==> config.mk <==
export PLATFORM = sky130hd
export DESIGN_NAME = coh_cache
export DESIGN_NICKNAME = d
export VERILOG_FILES = /design/src/rtl/coh_cache_pkg.sv /design/src/rtl/coh_cache_dp.sv /design/src/rtl/coh_cache_ctrl.sv /design/src/rtl/coh_cache.sv
export SDC_FILE = /design/constraint.sdc
export NUM_CORES = 1
export LEC_CHECK = 0
export ABC_AREA = 1
export BUFFER_PORTS_ARGS = -buffer_cell sky130_fd_sc_hd__buf_4
export CAP_MARGIN = 0
export CELL_PAD_IN_SITES_DETAIL_PLACEMENT = 1
export CELL_PAD_IN_SITES_GLOBAL_PLACEMENT = 2
export CORE_MARGIN = 10
export CORE_UTILIZATION = 36
export CTS_CLUSTER_DIAMETER = 60
export CTS_CLUSTER_SIZE = 24
export DETAILED_ROUTE_END_ITERATION = 16
export GPL_ROUTABILITY_DRIVEN = 0
export GPL_TIMING_DRIVEN = 0
export PLACE_DENSITY = 0.81
export SYNTH_ARGS = -nofsm -noshare
export SYNTH_HDL_FRONTEND = slang
export SYNTH_SLANG_ARGS = --single-unit
==> constraint.sdc <==
create_clock -name clk -period 3.8 [get_ports clk]
set_input_delay 0.19 -clock clk [delete_from_list [all_inputs] [get_ports clk]]
set_output_delay 0.19 -clock clk [all_outputs]
set_load 0.05 [all_outputs]
==> src/rtl/coh_cache_pkg.sv <==
package coh_cache_pkg;

  typedef enum logic [2:0] {
    CMD_READ  = 3'd0,
    CMD_READX = 3'd1,
    CMD_EXCL  = 3'd2,
    CMD_WRITE = 3'd3,
    CMD_EJECT = 3'd4,
    CMD_WEJ   = 3'd5
  } memOp_e;

  typedef enum logic [1:0] {
    RSP_NONE  = 2'd0,
    RSP_WRITE = 2'd1,
    RSP_EJECT = 2'd2,
    RSP_WEJ   = 2'd3
  } snpRsp_e;

  localparam logic SNP_UPDATE = 1'b0;
  localparam logic SNP_PURGE  = 1'b1;

  // control -> datapath strobes
  typedef struct packed {
    logic touch;
    logic storeWr;
    logic latchVictim;
    logic invVictim;
    logic install;
    logic installPriv;
    logic setPriv;
  } strobe_t;

  // datapath -> control lookup status
  typedef struct packed {
    logic hit;
    logic hitPriv;
    logic vicValid;
    logic vicPriv;
  } dpStat_t;

endpackage

==> src/rtl/coh_cache_dp.sv <==
module coh_cache_dp
  import coh_cache_pkg::*;
#(
  parameter int ADDR_W = 8,
  parameter int DATA_W = 16,
  parameter int SETS   = 4
) (
  input  logic              clk,
  input  logic              rstN,
  input  logic [ADDR_W-1:0] procAddr,
  input  logic [DATA_W-1:0] procWData,
  input  logic [DATA_W-1:0] memRData,
  input  strobe_t           strb,
  input  logic              snpValid,
  input  logic              snpOp,
  input  logic [ADDR_W-1:0] snpAddr,
  output dpStat_t           stat,
  output logic [ADDR_W-1:0] vicAddr,
  output logic [DATA_W-1:0] vicData,
  output logic [DATA_W-1:0] procRData,
  output logic              snpRespValid,
  output logic [1:0]        snpRespOp,
  output logic [ADDR_W-1:0] snpRespAddr,
  output logic [DATA_W-1:0] snpRespData
);
  localparam int WAYS  = 2;
  localparam int IDX_W = $clog2(SETS);
  localparam int TAG_W = ADDR_W - IDX_W;

  logic [SETS-1:0]   validQ [WAYS];
  logic [SETS-1:0]   privQ  [WAYS];
  logic [SETS-1:0]   lruQ;
  logic [TAG_W-1:0]  tagQ   [WAYS][SETS];
  logic [DATA_W-1:0] dataQ  [WAYS][SETS];
  logic              vicWayQ;

  logic [IDX_W-1:0] idx, sIdx;
  logic [TAG_W-1:0] tag, sTag;
  logic [WAYS-1:0]  hitW, sHitW;
  logic             hitWay, sWay, sHit, sPriv, vsel;
  logic [1:0]       rspOp;

  assign idx  = procAddr[IDX_W-1:0];
  assign tag  = procAddr[ADDR_W-1:IDX_W];
  assign sIdx = snpAddr[IDX_W-1:0];
  assign sTag = snpAddr[ADDR_W-1:IDX_W];

  for (genvar w = 0; w < WAYS; w++) begin : g_way
    assign hitW[w]  = validQ[w][idx]  && (tagQ[w][idx]  == tag);
    assign sHitW[w] = validQ[w][sIdx] && (tagQ[w][sIdx] == sTag);
  end

  assign hitWay = hitW[1];
  assign sWay   = sHitW[1];
  assign sHit   = |sHitW;
  assign sPriv  = privQ[sWay][sIdx];

  // invalid way first (way 0 before way 1), else the LRU way
  always_comb begin
    if (!validQ[0][idx])      vsel = 1'b0;
    else if (!validQ[1][idx]) vsel = 1'b1;
    else                      vsel = lruQ[idx];
  end

  assign stat.hit      = |hitW;
  assign stat.hitPriv  = privQ[hitWay][idx];
  assign stat.vicValid = validQ[vsel][idx];
  assign stat.vicPriv  = privQ[vsel][idx];
  assign vicAddr       = {tagQ[vsel][idx], idx};
  assign vicData       = dataQ[vsel][idx];
  assign procRData     = dataQ[hitWay][idx];

  always_comb begin
    rspOp = RSP_NONE;
    if (snpValid && sHit) begin
      if (snpOp == SNP_PURGE) rspOp = sPriv ? RSP_WEJ : RSP_EJECT;
      else if (sPriv)         rspOp = RSP_WRITE;
    end
  end

  // line state; memory orders are applied last so they win any overlap
  always_ff @(posedge clk) begin
    if (!rstN) begin
      for (int w = 0; w < WAYS; w++) begin
        validQ[w] <= '0;
        privQ[w]  <= '0;
      end
      lruQ         <= '0;
      vicWayQ      <= 1'b0;
      snpRespValid <= 1'b0;
      snpRespOp    <= RSP_NONE;
      snpRespAddr  <= '0;
      snpRespData  <= '0;
    end else begin
      if (strb.touch)       lruQ[idx] <= ~hitWay;
      if (strb.latchVictim) vicWayQ   <= vsel;
      if (strb.invVictim) begin
        validQ[vsel][idx] <= 1'b0;
        privQ[vsel][idx]  <= 1'b0;
      end
      if (strb.install) begin
        validQ[vicWayQ][idx] <= 1'b1;
        privQ[vicWayQ][idx]  <= strb.installPriv;
        lruQ[idx]            <= ~vicWayQ;
      end
      if (strb.setPriv && stat.hit) privQ[hitWay][idx] <= 1'b1;
      if (snpValid && sHit) begin
        privQ[sWay][sIdx] <= 1'b0;
        if (snpOp == SNP_PURGE) validQ[sWay][sIdx] <= 1'b0;
      end
      snpRespValid <= snpValid;
      snpRespOp    <= rspOp;
      snpRespAddr  <= snpAddr;
      snpRespData  <= dataQ[sWay][sIdx];
    end
  end

  always_ff @(posedge clk) begin
    if (strb.storeWr) dataQ[hitWay][idx] <= procWData;
    if (strb.install) begin
      tagQ[vicWayQ][idx]  <= tag;
      dataQ[vicWayQ][idx] <= memRData;
    end
  end

endmodule

==> src/rtl/coh_cache_ctrl.sv <==
module coh_cache_ctrl
  import coh_cache_pkg::*;
#(
  parameter int ADDR_W = 8,
  parameter int DATA_W = 16
) (
  input  logic              clk,
  input  logic              rstN,
  input  logic              procReq,
  input  logic              procStore,
  input  logic [ADDR_W-1:0] procAddr,
  input  logic              snpValid,
  input  logic              memDone,
  input  dpStat_t           stat,
  input  logic [ADDR_W-1:0] vicAddr,
  input  logic [DATA_W-1:0] vicData,
  output strobe_t           strb,
  output logic              procAck,
  output logic              memCmdValid,
  output logic [2:0]        memCmdOp,
  output logic [ADDR_W-1:0] memCmdAddr,
  output logic [DATA_W-1:0] memCmdData
);
  typedef enum logic [1:0] {S_LOOK, S_EVICT, S_READ, S_EXCL} state_e;

  state_e            stateQ, stateD;
  logic              issue;
  memOp_e            issOp;
  logic [ADDR_W-1:0] issAddr;
  logic [DATA_W-1:0] issData;

  always_comb begin
    stateD  = stateQ;
    strb    = '0;
    procAck = 1'b0;
    issue   = 1'b0;
    issOp   = CMD_READ;
    issAddr = procAddr;
    issData = '0;
    unique case (stateQ)
      S_LOOK: if (procReq && !snpValid) begin
        if (stat.hit && (!procStore || stat.hitPriv)) begin
          procAck      = 1'b1;
          strb.touch   = 1'b1;
          strb.storeWr = procStore;
        end else if (stat.hit) begin
          issue  = 1'b1;
          issOp  = CMD_EXCL;
          stateD = S_EXCL;
        end else begin
          strb.latchVictim = 1'b1;
          issue            = 1'b1;
          if (stat.vicValid) begin
            strb.invVictim = 1'b1;
            issOp   = stat.vicPriv ? CMD_WEJ : CMD_EJECT;
            issAddr = vicAddr;
            issData = vicData;
            stateD  = S_EVICT;
          end else begin
            issOp  = procStore ? CMD_READX : CMD_READ;
            stateD = S_READ;
          end
        end
      end
      S_EVICT: if (memDone) begin
        issue  = 1'b1;
        issOp  = procStore ? CMD_READX : CMD_READ;
        stateD = S_READ;
      end
      S_READ: if (memDone) begin
        strb.install     = 1'b1;
        strb.installPriv = procStore;
        stateD           = S_LOOK;
      end
      S_EXCL: if (memDone) begin
        strb.setPriv = 1'b1;
        stateD       = S_LOOK;
      end
      default: stateD = S_LOOK;
    endcase
  end

  always_ff @(posedge clk) begin
    if (!rstN) begin
      stateQ      <= S_LOOK;
      memCmdValid <= 1'b0;
      memCmdOp    <= CMD_READ;
      memCmdAddr  <= '0;
      memCmdData  <= '0;
    end else begin
      stateQ <= stateD;
      if (issue) begin
        memCmdValid <= 1'b1;
        memCmdOp    <= issOp;
        memCmdAddr  <= issAddr;
        memCmdData  <= issData;
      end else if (memDone) begin
        memCmdValid <= 1'b0;
      end
    end
  end

endmodule

==> src/rtl/coh_cache.sv <==
module coh_cache
  import coh_cache_pkg::*;
#(
  parameter int ADDR_W = 8,
  parameter int DATA_W = 16,
  parameter int SETS   = 4
) (
  input  logic              clk,
  input  logic              rstN,
  input  logic              procReq,
  input  logic              procStore,
  input  logic [ADDR_W-1:0] procAddr,
  input  logic [DATA_W-1:0] procWData,
  output logic              procAck,
  output logic [DATA_W-1:0] procRData,
  output logic              memCmdValid,
  output logic [2:0]        memCmdOp,
  output logic [ADDR_W-1:0] memCmdAddr,
  output logic [DATA_W-1:0] memCmdData,
  input  logic              memDone,
  input  logic [DATA_W-1:0] memRData,
  input  logic              snpValid,
  input  logic              snpOp,
  input  logic [ADDR_W-1:0] snpAddr,
  output logic              snpRespValid,
  output logic [1:0]        snpRespOp,
  output logic [ADDR_W-1:0] snpRespAddr,
  output logic [DATA_W-1:0] snpRespData
);
  strobe_t           strb;
  dpStat_t           stat;
  logic [ADDR_W-1:0] vicAddr;
  logic [DATA_W-1:0] vicData;

  coh_cache_ctrl #(.ADDR_W(ADDR_W), .DATA_W(DATA_W)) u_ctrl (
    .clk(clk), .rstN(rstN), .procReq(procReq), .procStore(procStore),
    .procAddr(procAddr), .snpValid(snpValid), .memDone(memDone),
    .stat(stat), .vicAddr(vicAddr), .vicData(vicData), .strb(strb),
    .procAck(procAck), .memCmdValid(memCmdValid), .memCmdOp(memCmdOp),
    .memCmdAddr(memCmdAddr), .memCmdData(memCmdData)
  );

  coh_cache_dp #(.ADDR_W(ADDR_W), .DATA_W(DATA_W), .SETS(SETS)) u_dp (
    .clk(clk), .rstN(rstN), .procAddr(procAddr), .procWData(procWData),
    .memRData(memRData), .strb(strb), .snpValid(snpValid), .snpOp(snpOp),
    .snpAddr(snpAddr), .stat(stat), .vicAddr(vicAddr), .vicData(vicData),
    .procRData(procRData), .snpRespValid(snpRespValid), .snpRespOp(snpRespOp),
    .snpRespAddr(snpRespAddr), .snpRespData(snpRespData)
  );

endmodule

# Yosys cells after proc, flatten, opt, wreduce, memory -nomap -nowiden
# Memory sizes are Yosys's and may differ from the RTL's.
# Cells that the tools add are included.
# totals
regBits,62
ram_bits,192
n_memories,4
out_inout_bits,72
# op_classes
n_bitwise,4
muxes,148
n_reduce_logical,29
n_eq_ne,11
magnitude_cmp,7
# mem_list
memory,words,width,rd,rd_clocked_by_memory_dff,write_ports,line,source
u_dp.dataQ,2,64,3,0,1,coh_cache_dp.sv:34,logic [DATA_W-1:0] dataQ [WAYS][SETS];
u_dp.tagQ,2,24,3,0,1,coh_cache_dp.sv:33,logic [TAG_W-1:0] tagQ [WAYS][SETS];
u_dp.privQ,2,4,3,0,2,coh_cache_dp.sv:31,logic [SETS-1:0] privQ [WAYS];
u_dp.validQ,2,4,3,0,2,coh_cache_dp.sv:30,logic [SETS-1:0] validQ [WAYS];
# ops
op,n
two-way mux 64 bit,4
two-way mux 16 bit,12
binary-select mux 16 bit (select 2 bit),3
two-way mux 4 bit,24
two-way mux 6 bit,11
OR reduction 64 bit,1
binary-select mux 6 bit (select 2 bit),5
two-way mux 1 bit,48
two-way mux 8 bit,5
demux 16 bit (select 2 bit),1
OR reduction 4 bit,7
== test 6 bit,4
two-way mux 2 bit,12
two-way mux 24 bit,1
binary-select mux 1 bit (select 2 bit),9
two-way mux 3 bit,5
demux 6 bit (select 2 bit),1
logical AND 1 bit,11
bitwise mux 4 bit,2
greater-or-equal comparator 3 bit (second input constant),2
< comparator 2 x 3 -> 1 bit (second input constant),2
inverter 2 -> 3 bit,2
case mux 2 bit (3 select lines),1
case mux 3 bit (2 select lines),1
other kinds (16),25

# Depth between registers and ports, before layout
# Gate-level depths: netlist (run 1).
# An unclocked memory read counts as a cell.
# logic_depth
depth_word,21
mapped_depth,22

# By module
# Synthesis (run 1) repeated with hierarchy kept, for this count alone.
# hier_totals
cells_unflattened,2228
area_unflattened_um2,15712.6
# modules_own_cells
mod,n_inst,seq_area_each_um2,cells_per_inst,area_each_um2
coh_cache_dp,1,6246.0,2010,14087.3
coh_cache_ctrl,1,600.6,218,1625.3

# Least setup slack after synthesis (run 1)
# No wires, ideal clock.
# synth_path
kind,input-to-reg
start,input port procAddr[1]
end,"memory u_dp.dataQ[0][0] in the netlist's numbering, enable pin"
t_required_ns,3.412
arrival_time_ns,2.745
slack_ns,0.666
stages,19
path_cell_list,buf_2 -> inv_2 -> buf_2 -> nand2_1 -> nand2_1 -> nand2_1 -> nand2_1 -> inv_1 -> nor2_1 -> nand2_2 -> nand2_2 -> inv_2 -> nor2_4 -> nand2_1 -> inv_2 -> nand2_1 -> nand2_1 -> nand2_1 -> nor2_1
# synth_via
elab_chain_len,17
word_cells_on_any_way,35
cone_classes,order compare (2); eq/ne (2); mux (22); bitwise (1); reduce/logical (7); memory (1)
# synth_lines
item,line,source
"start, declared",coh_cache.sv:12,"input logic [ADDR_W-1:0] procAddr,"
inverter 2 -> 3 bit (implied by the code),"coh_cache_dp.sv:49, coh_cache_dp.sv:119, coh_cache_dp.sv:122",
binary-select mux 6 bit (select 2 bit),coh_cache_dp.sv:49,assign hitW[w] = validQ[w][idx] && (tagQ[w][idx] == tag);
two-way mux 6 bit (implied by the code) (2 in a row),coh_cache_dp.sv:49,
== test 6 bit,coh_cache_dp.sv:49,
logical AND 1 bit,coh_cache_dp.sv:49,
memory (2 x 4 bit),-,
binary-select mux 1 bit (select 2 bit),coh_cache_dp.sv:66,assign stat.hitPriv = privQ[hitWay][idx];
two-way mux 1 bit (implied by the code),coh_cache_dp.sv:66,
logical OR 1 bit,coh_cache_ctrl.sv:42,if (stat.hit && (!procStore || stat.hitPriv)) begin
logical AND 1 bit,coh_cache_ctrl.sv:42,
two-way mux 2 bit,coh_cache_ctrl.sv:42,
two-way mux 4 bit,coh_cache_ctrl.sv:41,S_LOOK: if (procReq && !snpValid) begin
two-way mux 4 bit,coh_cache_ctrl.sv:40,unique case (stateQ)
two-way mux 1 bit,coh_cache_dp.sv:119,if (strb.storeWr) dataQ[hitWay][idx] <= procWData;
two-way mux 64 bit (implied by the code),coh_cache_dp.sv:119,
two-way mux 64 bit (no line),-,
"end, declared",coh_cache_dp.sv:34,
# Several ways; a longest one is shown, not always the timed one. The select of a mux whose other input is x is not followed.

==> flow_summary.toml, run 1 <==
[outcome]
status = "complete, no violations"

[finish]
post-route-cell-area_sq_um = 16420
fill_cells = 4415
layout.nets = 1929
layout-drive-gt1-share = 0.1481
area_growth_syn_to_layout_pct = 21.55

[synthesis]
yosys.area_share.simple = 0.2303
synth_area_per_cell_sq_um = 7.972
synthXorXnorAreaFrac = 0.001945
synth-adder-area-share = 0
syn_area_sq_um = 13510
synth_fp_nets = 1750
synth_compound_area_frac = 0.1802
synthCells = 1695
yosysSeqAreaShare = 0.5067
synthMuxAreaShare = 0
synth_top_family_by_area = "simple AND/OR/NAND/NOR gates"
ys_warn_count = 0
ys_seq_elements = 254
synth.distinct_cells = 39

[route]
antenna_left = 0
wirelength_um = 62560
dr.first_iter.drc_count = 1209
wl_per_cell_um = 26.43
via_per_inst = 5.778
vias = 13680
dr.pass1.iters = 5
drc = 0

[power_and_ir_drop]
combPwrFrac = 0.137
seqPwrFrac = 0.431
p_leak_nw = 6.704
intPower_mw = 4.974
swShare = 0.2970
p_per_area_nw_per_um2 = 430.8
p_clk_frac = 0.432
vdd_drop_max_mv = 0.3174
p_switching_mw = 2.102

[floorplanning]
initial_core_util = 0.3673
rows = 70
dieWidth_um = 213.7
core_area_sq_um = 36790
dieArea_sq_um = 45680
ios = 127
die_h_um = 213.7

[placement]
place_area_sq_um = 15210
io_buffer_count = 123
pre_cts_slack_ps = -150.2
hpwl_um = 44020

[worst_setup_path]
cpPeakStageDelay_ps = 670
cp.required_ps = 3610
worst_ep_arrival_time_ps = 3480
slowest_stage = "clkbuf_1"
crit_path_start_kind = "flop"
cp_cell_sequence = "inv_1, o21ai_0, nand2_1, nand2_1, nand2_1, nand3_1, nor2_1, nand2_2, buf_2, clkbuf_1, o21ai_0, nand4_1, buf_4"
path_max_fanout = 10
critPathKind = "reg2out"
end_kind = "output port"
cpMostUsedCell = "nand2_1"

[clock_tree]
clk_path_buf_depth = 3
clkTransAtPathRegs_ps = 60
cts_setup_buffers = 0
numCtsBuffers = 30
cts_tree = "built"
clk_latency_ps = 610
cts_root_buf = "clkbuf_16"
cts_sinks = 254
cts-htree-levels = 1

[min_path]
holdCritPathClass = "in2reg"

[global_routing]
grt_pass1_vias = 14070
grt_overflow = 0
grt_use_total = 0.2729
grt_max_degree = 17
grt_pass1_wl_um = 91800
antenna_found_initial = 3

[timing]
slew_violations = 0
min_period_ps = 3673
whs_ps = 1.762
setup_viol = 0
fmax_ghz = 0.2722
worst_slew_pin_slew_ps = 1216
slew_headroom = 0.1895
rsz0062_at_grt = "true"
finalClockSkew_ps = 24.85
final.period_utilization = 0.9667
hold_viol_final = 0
setup_slack_ps = 126.6

[run]
cap_violations = 0
per-layer routing:
layer,vias to the layer above,GRT usage,routed length [um]
li1,6130,-,-
met1,6721,0.3421,25850
met2,636,0.4500,29160
met3,183,0.04351,4367
met4,6,0.1347,3145
met5,-,0,41
flip-flops by register name, summed over array words and instances (netlist names), 3 cells and up:
register and cells:
u_dp.dataQ 128, u_dp.lruQ 4, u_ctrl.memCmdAddr 8, u_dp.validQ 8, u_ctrl.memCmdOp 3, u_dp.snpRespAddr 8
u_ctrl.memCmdData 16, u_dp.privQ 8, u_dp.tagQ 48, u_dp.snpRespData 16
synth_stat cells, drive strengths merged:
cell,n,share of area
a211oi,1,0.00056
a21oi,174,0.066
a22oi,17,0.0094
a31oi,4,0.0019
and3,1,0.00046
buf,39,0.017
clkbuf,61,0.017
clkinv,2,0.00056
dfxtp,78,0.12
edfxtp,176,0.39
inv,165,0.046
nand2,425,0.12
nand3,108,0.044
nand4,35,0.016
nor2,150,0.046
nor3,2,0.00074
o2111ai,3,0.0019
o211ai,37,0.021
o21a,1,0.00056
o21ai,208,0.078
o22ai,4,0.0019
or2,1,0.00046
xor2,3,0.0019
cell families after synthesis:
group / Yosys count
AO/OA/AOI/OAI: 449
XOR/XNOR: 3
buffers and inverters: 267
flip-flops: 254
AND/OR/NAND/NOR: 722
cell usage in the layout, fill, tap and decap left out, drive strengths merged:
cell type,n
inv,175
and3,1
nand4,35
o21ai,208
edfxtp,176
o211ai,37
a21oi,174
dfxtp,78
o21a,1
clkinvlp,4
clkinv,6
o2111ai,3
buf,170
nor3,2
dlygate4sd3,17
nor2,150
clkbuf,96
a31oi,4
diode,1
bufinv,2
a22oi,17
o22ai,4
a211oi,1
nand3,108
nand2,425
xor2,3
or2,1
repair_timing:
action,4_1_cts,5_1_grt
hold buffers,17,0
endpoints found under the setup margin,1,54
gates resized for setup,1,17
endpoints found under the hold margin,59,0
cell type report:
class                      instances  area (sq um)  share of cell area
antenna                            1         2.502           0.0001524
buffer                            99         469.2             0.02857
clock buffer                      36         794.5             0.04838
clock inverter                    20         239.0             0.01455
inverter                         167         629.4             0.03832
multi-input combinational       1174          5593              0.3405
sequential                       254          6847              0.4169
tap                              468         585.6             0.03565
timing repair buffer             148          1264             0.07695
power by group through the flow:
stage / clock network, mW / logic (mW) / registers, mW
3_5_place_dp: 0 / 0.943 / 3.11
4_1_cts: 3.08 / 0.961 / 3.05
3_3_place_gp: 0 / 0.925 / 3.11
5_1_grt: 3.21 / 1.04 / 3.06
2_1_floorplan: 0 / 0.443 / 3.22
6_report: 3.05 / 0.970 / 3.05
path summary, 6_finish.rpt:
path / from / endpoint / slack [ps] / depth (start not counted)
worst min-delay path: snpOp / u_dp.snpRespOp[1]$_SDFF_PN0_ / 2 / 3
worst max register to register: u_dp.tagQ[1][18]$_DFFE_PP_ / u_dp.dataQ[1][38]$_DFFE_PP_ / 330 / 17
worst max-delay path: u_dp.tagQ[1][18]$_DFFE_PP_ / procRData[7] / 130 / 13
worst min register to register: u_ctrl.memCmdData[3]$_SDFFE_PN0P_ / u_ctrl.memCmdData[3]$_SDFFE_PN0P_ / 480 / 2
worst max-delay path: cells and delay by family (launching register included):
family / cells / cell delay, ps
simple gates: 7 / 840
buf+inv: 4 / 1200
compound gates: 2 / 510
flops: 1 / 350
per-stage QoR:
| stage | TNS [ps] | instances | total power [mW] | util |
|---|---|---|---|---|
| after global placement | -100980 | 2286 | 4.035 | 0.4083 |
| after CTS | 0 | 2367 | 7.095 | 0.4463 |
| final | 0 | 2367 | 7.076 | 0.4465 |
| after floorplan | 0 | 1695 | 3.658 | - |
| after detailed placement | -3282 | 2294 | 4.054 | 0.4135 |
| after global routing | -16.42 | 2366 | 7.307 | 0.4464 |
(Power assumes the default switching activity.)
==> run 2, diff against run 1 <==
--- a/config.mk
+++ b/config.mk
@@ -11,13 +11,14 @@
 export CELL_PAD_IN_SITES_DETAIL_PLACEMENT = 1
 export CELL_PAD_IN_SITES_GLOBAL_PLACEMENT = 2
 export CORE_MARGIN = 10
-export CORE_UTILIZATION = 36
+export CORE_UTILIZATION = 37
+export CTS_BUF_LIST = sky130_fd_sc_hd__clkbuf_4
 export CTS_CLUSTER_DIAMETER = 60
 export CTS_CLUSTER_SIZE = 24
 export DETAILED_ROUTE_END_ITERATION = 16
 export GPL_ROUTABILITY_DRIVEN = 0
 export GPL_TIMING_DRIVEN = 0
-export PLACE_DENSITY = 0.81
+export PLACE_DENSITY = 0.83
 export SYNTH_ARGS = -nofsm -noshare
 export SYNTH_HDL_FRONTEND = slang
 export SYNTH_SLANG_ARGS = --single-unit
==> run 2 against run 1 <==
  * Power down 18%
  * Critical path type unchanged
  * Sequential cell count unchanged
  * Combinational power up 4%
  * Global-route usage up 0.28 points
  * Die area down 2.5%
  * Maximum frequency up 1.9%
  * Hold slack better by 54 ps
  * Critical endpoint is now procRData[10]
==> flow_summary.toml, run 2 (synthesis gave the netlist of run 1 again) <==
[clock_tree]
cts-htree-levels = 1
numCtsBuffers = 27
cts_setup_buffers = 0
clk_latency_ps = 850
cts_sinks = 254
clk_path_buf_depth = 3
clkTransAtPathRegs_ps = 170
cts_tree = "built"
cts_root_buf = "clkbuf_4"

[worst_setup_path]
slowest_stage = "edfxtp_1"
path_max_fanout = 19
reg2regPathDepth = 20
cpMostUsedCell = "nand2_1"
r2r_setup_slack_ps = 250
timing.rr.start = "u_dp.tagQ[1][14]$_DFFE_PP_"
crit_path_start_kind = "flop"
cp.required_ps = 3610
cpPeakStageDelay_ps = 420
cp_cell_sequence = "inv_1, nor2_1, a21oi_1, nand2_1, nand2_1, nand2_1, inv_1, nor2_1, nand2_2, buf_2, buf_4, o21ai_0, o2111ai_1, buf_4"
critPathKind = "reg2out"
worst_r2r_endpoint = "u_dp.dataQ[0][32]$_DFFE_PP_"
end_kind = "output port"
worst_ep_arrival_time_ps = 3410

[min_path]
holdCritPathClass = "in2reg"
hold_end = "u_dp.vicWayQ$_SDFFE_PN0P_"
hp-start = "procReq"
hold-path-cell-count = 6

[power_and_ir_drop]
finalPower_mw = 5.786
seqPwrFrac = 0.527
p_leak_nw = 6.622
swShare = 0.3433
p_switching_mw = 1.987
p_clk_frac = 0.298
p_per_area_nw_per_um2 = 356.9
combPwrFrac = 0.175
intPower_mw = 3.800
vdd_drop_max_mv = 0.2640

[floorplanning]
dieWidth_um = 211.1
rows = 69
initial_core_util = 0.3771
core_area_sq_um = 35830
ios = 127
die_h_um = 211.1
dieArea_sq_um = 44560

[global_routing]
grt_max_degree = 21
grt_use_total = 0.2757
antenna_found_initial = 3
grt_overflow = 0
grt_pass1_wl_um = 91850
grt_pass1_vias = 13980

[timing]
final.period_utilization = 0.9483
worst_slew_pin_slew_ps = 1174
slew_violations = 0
hold_viol_final = 0
slew_headroom = 0.2174
fmax_ghz = 0.2775
setup_slack_ps = 196.3
finalClockSkew_ps = 54.66
min_period_ps = 3604
setup_viol = 0

[placement]
io_buffer_count = 123
dp_cells = 2287
hpwl_um = 43590
pre_cts_slack_ps = -252.2

[finish]
layout_common_cells = "nand2_1, o21ai_0, edfxtp_1"
stdcell_count = 2391
layout-drive-gt1-share = 0.1462
layout_commonest_cell = "nand2_1"
largest_reg_flops = 128
fill_cells = 4383
layout.nets = 1963
final_util = 0.4526
reg_top3 = "u_dp.dataQ (128), u_dp.tagQ (48)"
regMostFlops = "u_dp.dataQ"
area_growth_syn_to_layout_pct = 20.00

[route]
via_per_inst = 5.790
dr.pass1.iters = 5
wl_per_cell_um = 26.10
drc = 0
wirelength_um = 62410
dr.first_iter.drc_count = 1400
antenna_left = 0
vias = 13840

[outcome]
status = "complete, no violations"

[run]
cap_violations = 0
[run 2: routing by layer]
layer | vias to the layer above | part of all wire | global-route usage
li1 | 6198 | - | -
met1 | 6770 | 0.40 | 0.3336
met2 | 694 | 0.47 | 0.4622
met3 | 177 | 0.085 | 0.05697
met4 | 4 | 0.048 | 0.1279
met5 | - | 0.00051 | 0
[run 2: per-stage QoR]
stage	TNS, ps	hold slack (ps)	area, sq um
finish	0	55.89	16210
global placement	-101850	383.0	15010
global route	-9.841	136.6	16210
CTS	0	20.70	16190
floorplan	0	283.5	13510
detailed placement	-4643	398.7	15200
[run 2: layout make-up]
type	instances	area, sq um	share of cell area
clock buffer	27	202.7	0.01250
sequential	254	6847	0.4223
timing repair buffer	185	1634	0.1008
antenna	1	2.502	0.0001543
buffer	99	483.0	0.02979
clock inverter	23	241.5	0.01489
inverter	167	629.4	0.03881
multi-input combinational	1174	5598	0.3452
tap	461	576.8	0.03557
[run 2: how the worst max path moves through the flow]
stage                     slack [ps]  depth (start not counted)                           to                        from
after CTS                          6                         13                procRData[10]  u_dp.tagQ[1][18]$_DFFE_PP_
after global routing             -10                         15                procRData[15]   u_dp.tagQ[1][1]$_DFFE_PP_
after global placement          -870                         19  u_dp.dataQ[0][52]$_DFFE_PP_                 procAddr[0]
after floorplan                  670                         19   u_dp.dataQ[0][0]$_DFFE_PP_                 procAddr[1]
final                            200                         14                procRData[10]   u_dp.tagQ[1][1]$_DFFE_PP_
after detailed placement        -250                         14  u_dp.dataQ[1][36]$_DFFE_PP_                 procAddr[1]
[run 2: power groups by stage]
stage	clock network (mW)	registers [mW]	logic, mW
after floorplan	0	3.22	0.443
after global placement	0	3.11	0.928
after detailed placement	0	3.11	0.944
after CTS	1.75	3.05	1.00
after global routing	1.85	3.06	1.08
final	1.72	3.05	1.01
[run 2: timing repair]
action                                  in CTS  in global routing
hold buffers                                54                  0
resized for setup                            7                 28
pin swaps                                    0                  1
endpoints found under the setup margin      16                 43
endpoints found under the hold margin      221                  0
[run 2: worst max-delay path: cells and delay by family (launching register included)]
kind,cells,cell delay [ps]
buf+inv,5,980
simple gates,6,500
compound gates,3,680
flops,1,420
==> run 3, diff against run 2 <==
==> constraint.sdc (replaced) <==
create_clock -name clk -period 3.9 [get_ports clk]
set_input_delay 0.195 -clock clk [delete_from_list [all_inputs] [get_ports clk]]
set_output_delay 0.195 -clock clk [all_outputs]
set_load 0.05 [all_outputs]
==> run 3 against run 2 <==
  * Clock skew about the same
  * Critical endpoint is now procRData[15]
  * Power down 2.6%
  * Highest routed layer unchanged
  * Combinational power is essentially flat
  * Cell count barely moved
  * Non-clock buffer count fell by 1
  * Utilization is essentially flat
  * Largest cell class unchanged
  * Routed wire length grew 0.27%
==> flow_summary.toml, run 3 (synthesis gave the netlist of run 1 again) <==
[route]
drc = 0
wl_per_cell_um = 26.18
dr.first_iter.drc_count = 1487
via_per_inst = 5.806
vias = 13880
dr.pass1.iters = 6
antenna_left = 0
wirelength_um = 62580

[power_and_ir_drop]
combPwrFrac = 0.175
p_per_area_nw_per_um2 = 348.0
seqPwrFrac = 0.527
vdd_drop_max_mv = 0.2573
finalPower_mw = 5.638
intPower_mw = 3.702
p_leak_nw = 6.617
swShare = 0.3435
p_clk_frac = 0.298
p_switching_mw = 1.937

[clock_tree]
cts_tree = "built"
cts-htree-levels = 1
clk_path_buf_depth = 3
clkTransAtPathRegs_ps = 180
clk_latency_ps = 870
cts_setup_buffers = 0
cts_sinks = 254
numCtsBuffers = 27
cts_root_buf = "clkbuf_4"

[global_routing]
grt_max_degree = 21
grt_use_total = 0.2766
antenna_found_initial = 4
grt_pass1_vias = 14010
grt_pass1_wl_um = 92120
grt_overflow = 0

[floorplanning]
initial_core_util = 0.3771
rows = 69
core_area_sq_um = 35830
dieArea_sq_um = 44560
dieWidth_um = 211.1
ios = 127
die_h_um = 211.1

[min_path]
hp-start = "procAddr[0]"
hold_end = "u_ctrl.memCmdAddr[0]$_SDFFE_PN0P_"
hold-path-cell-count = 5
holdCritPathClass = "in2reg"

[worst_setup_path]
path_max_fanout = 10
cp.required_ps = 3700
worst_ep_arrival_time_ps = 3570
crit_path_start_kind = "flop"
r2r_setup_slack_ps = 330
worst_r2r_endpoint = "u_dp.dataQ[0][32]$_DFFE_PP_"
critPathKind = "reg2out"
end_kind = "output port"
reg2regPathDepth = 17
timing.rr.start = "u_dp.tagQ[1][18]$_DFFE_PP_"

[finish]
stdcell_count = 2390
regMostFlops = "u_dp.dataQ"
layout-drive-gt1-share = 0.1457
post-route-cell-area_sq_um = 16200
layout_commonest_cell = "nand2_1"
largest_reg_flops = 128
layout_common_cells = "nand2_1, o21ai_0, edfxtp_1"
area_growth_syn_to_layout_pct = 19.90
layout.nets = 1962
reg_top3 = "u_dp.dataQ (128), u_dp.tagQ (48)"

[placement]
place_area_sq_um = 15200
pre_cts_slack_ps = -157.2
io_buffer_count = 123
dp_cells = 2287
hpwl_um = 43590

[timing]
final.period_utilization = 0.9650
worst_slew_pin_slew_ps = 1181
slew_headroom = 0.2128
setup_viol = 0
min_period_ps = 3763
tns_ps = 0
finalClockSkew_ps = 54.62
hold_viol_final = 0
fmax_ghz = 0.2657
setup_slack_ps = 136.7
slew_violations = 0
rsz0062_at_grt = "true"

[run]
cap_violations = 0

[outcome]
status = "complete, no violations"
[run 3: worst max-delay path by stage]
stage,cells after the start,from,slack [ps],end
2_1_floorplan,19,procAddr[1],760,u_dp.dataQ[0][0]$_DFFE_PP_
3_3_place_gp,19,procAddr[0],-770,u_dp.dataQ[0][52]$_DFFE_PP_
3_5_place_dp,14,procAddr[1],-160,u_dp.dataQ[1][36]$_DFFE_PP_
4_1_cts,13,u_dp.tagQ[1][18]$_DFFE_PP_,8,procRData[5]
5_1_grt,15,u_dp.tagQ[1][14]$_DFFE_PP_,-10,procRData[15]
6_report,14,u_dp.tagQ[1][18]$_DFFE_PP_,140,procRData[15]
[run 3: metrics by stage]
step / hold WS [ps] / utilization
4_1_cts: 0.1159 / 0.4515
3_3_place_gp: 388.0 / 0.4190
3_5_place_dp: 403.7 / 0.4243
6_report: 21.26 / 0.4522
5_1_grt: 43.91 / 0.4522
2_1_floorplan: 288.5 / -
[run 3: per-layer routing]
layer / routed length, um / track usage / vias up
met5: 46 / 0 / -
met4: 3163 / 0.1339 / 6
met3: 5431 / 0.05727 / 193
met2: 29240 / 0.4607 / 679
met1: 24700 / 0.3352 / 6790
li1: - / - / 6209
[run 3: layout make-up]
cell class	instances	area [sq um]
fill	4386	19630
clock inverter	23	241.5
clock buffer	27	202.7
timing repair buffer	184	1624
tap	461	576.8
antenna	1	2.502
multi-input combinational	1174	5598
inverter	167	629.4
buffer	99	479.2
sequential	254	6847
[run 3: critical path: stages (launching register included)]
cell	delay (ps)
edfxtp_1	380
inv_1	40
o21ai_0	300
nand2_1	120
nand2_1	110
nand2_1	60
nand3_1	80
nor2_1	70
nand2_2	160
buf_2	270
clkbuf_2	380
a21oi_1	110
o21ai_0	120
nand4_1	240
buf_4	280
[run 3: power groups by stage]
| stage | logic [mW] | clock network, mW | registers, mW |
|---|---|---|---|
| floorplan | 0.432 | 0 | 3.13 |
| CTS | 0.974 | 1.70 | 2.97 |
| global route | 1.05 | 1.80 | 2.98 |
| finish | 0.985 | 1.68 | 2.97 |
| detailed placement | 0.920 | 0 | 3.03 |
| global placement | 0.904 | 0 | 3.03 |
[run 3: repair_timing]
item | in CTS | in global routing
resized for setup | 4 | 19
setup endpoints to repair | 13 | 23
endpoints found under the hold margin | 220 | 0
hold buffers | 53 | 0
cloned | 0 | 0
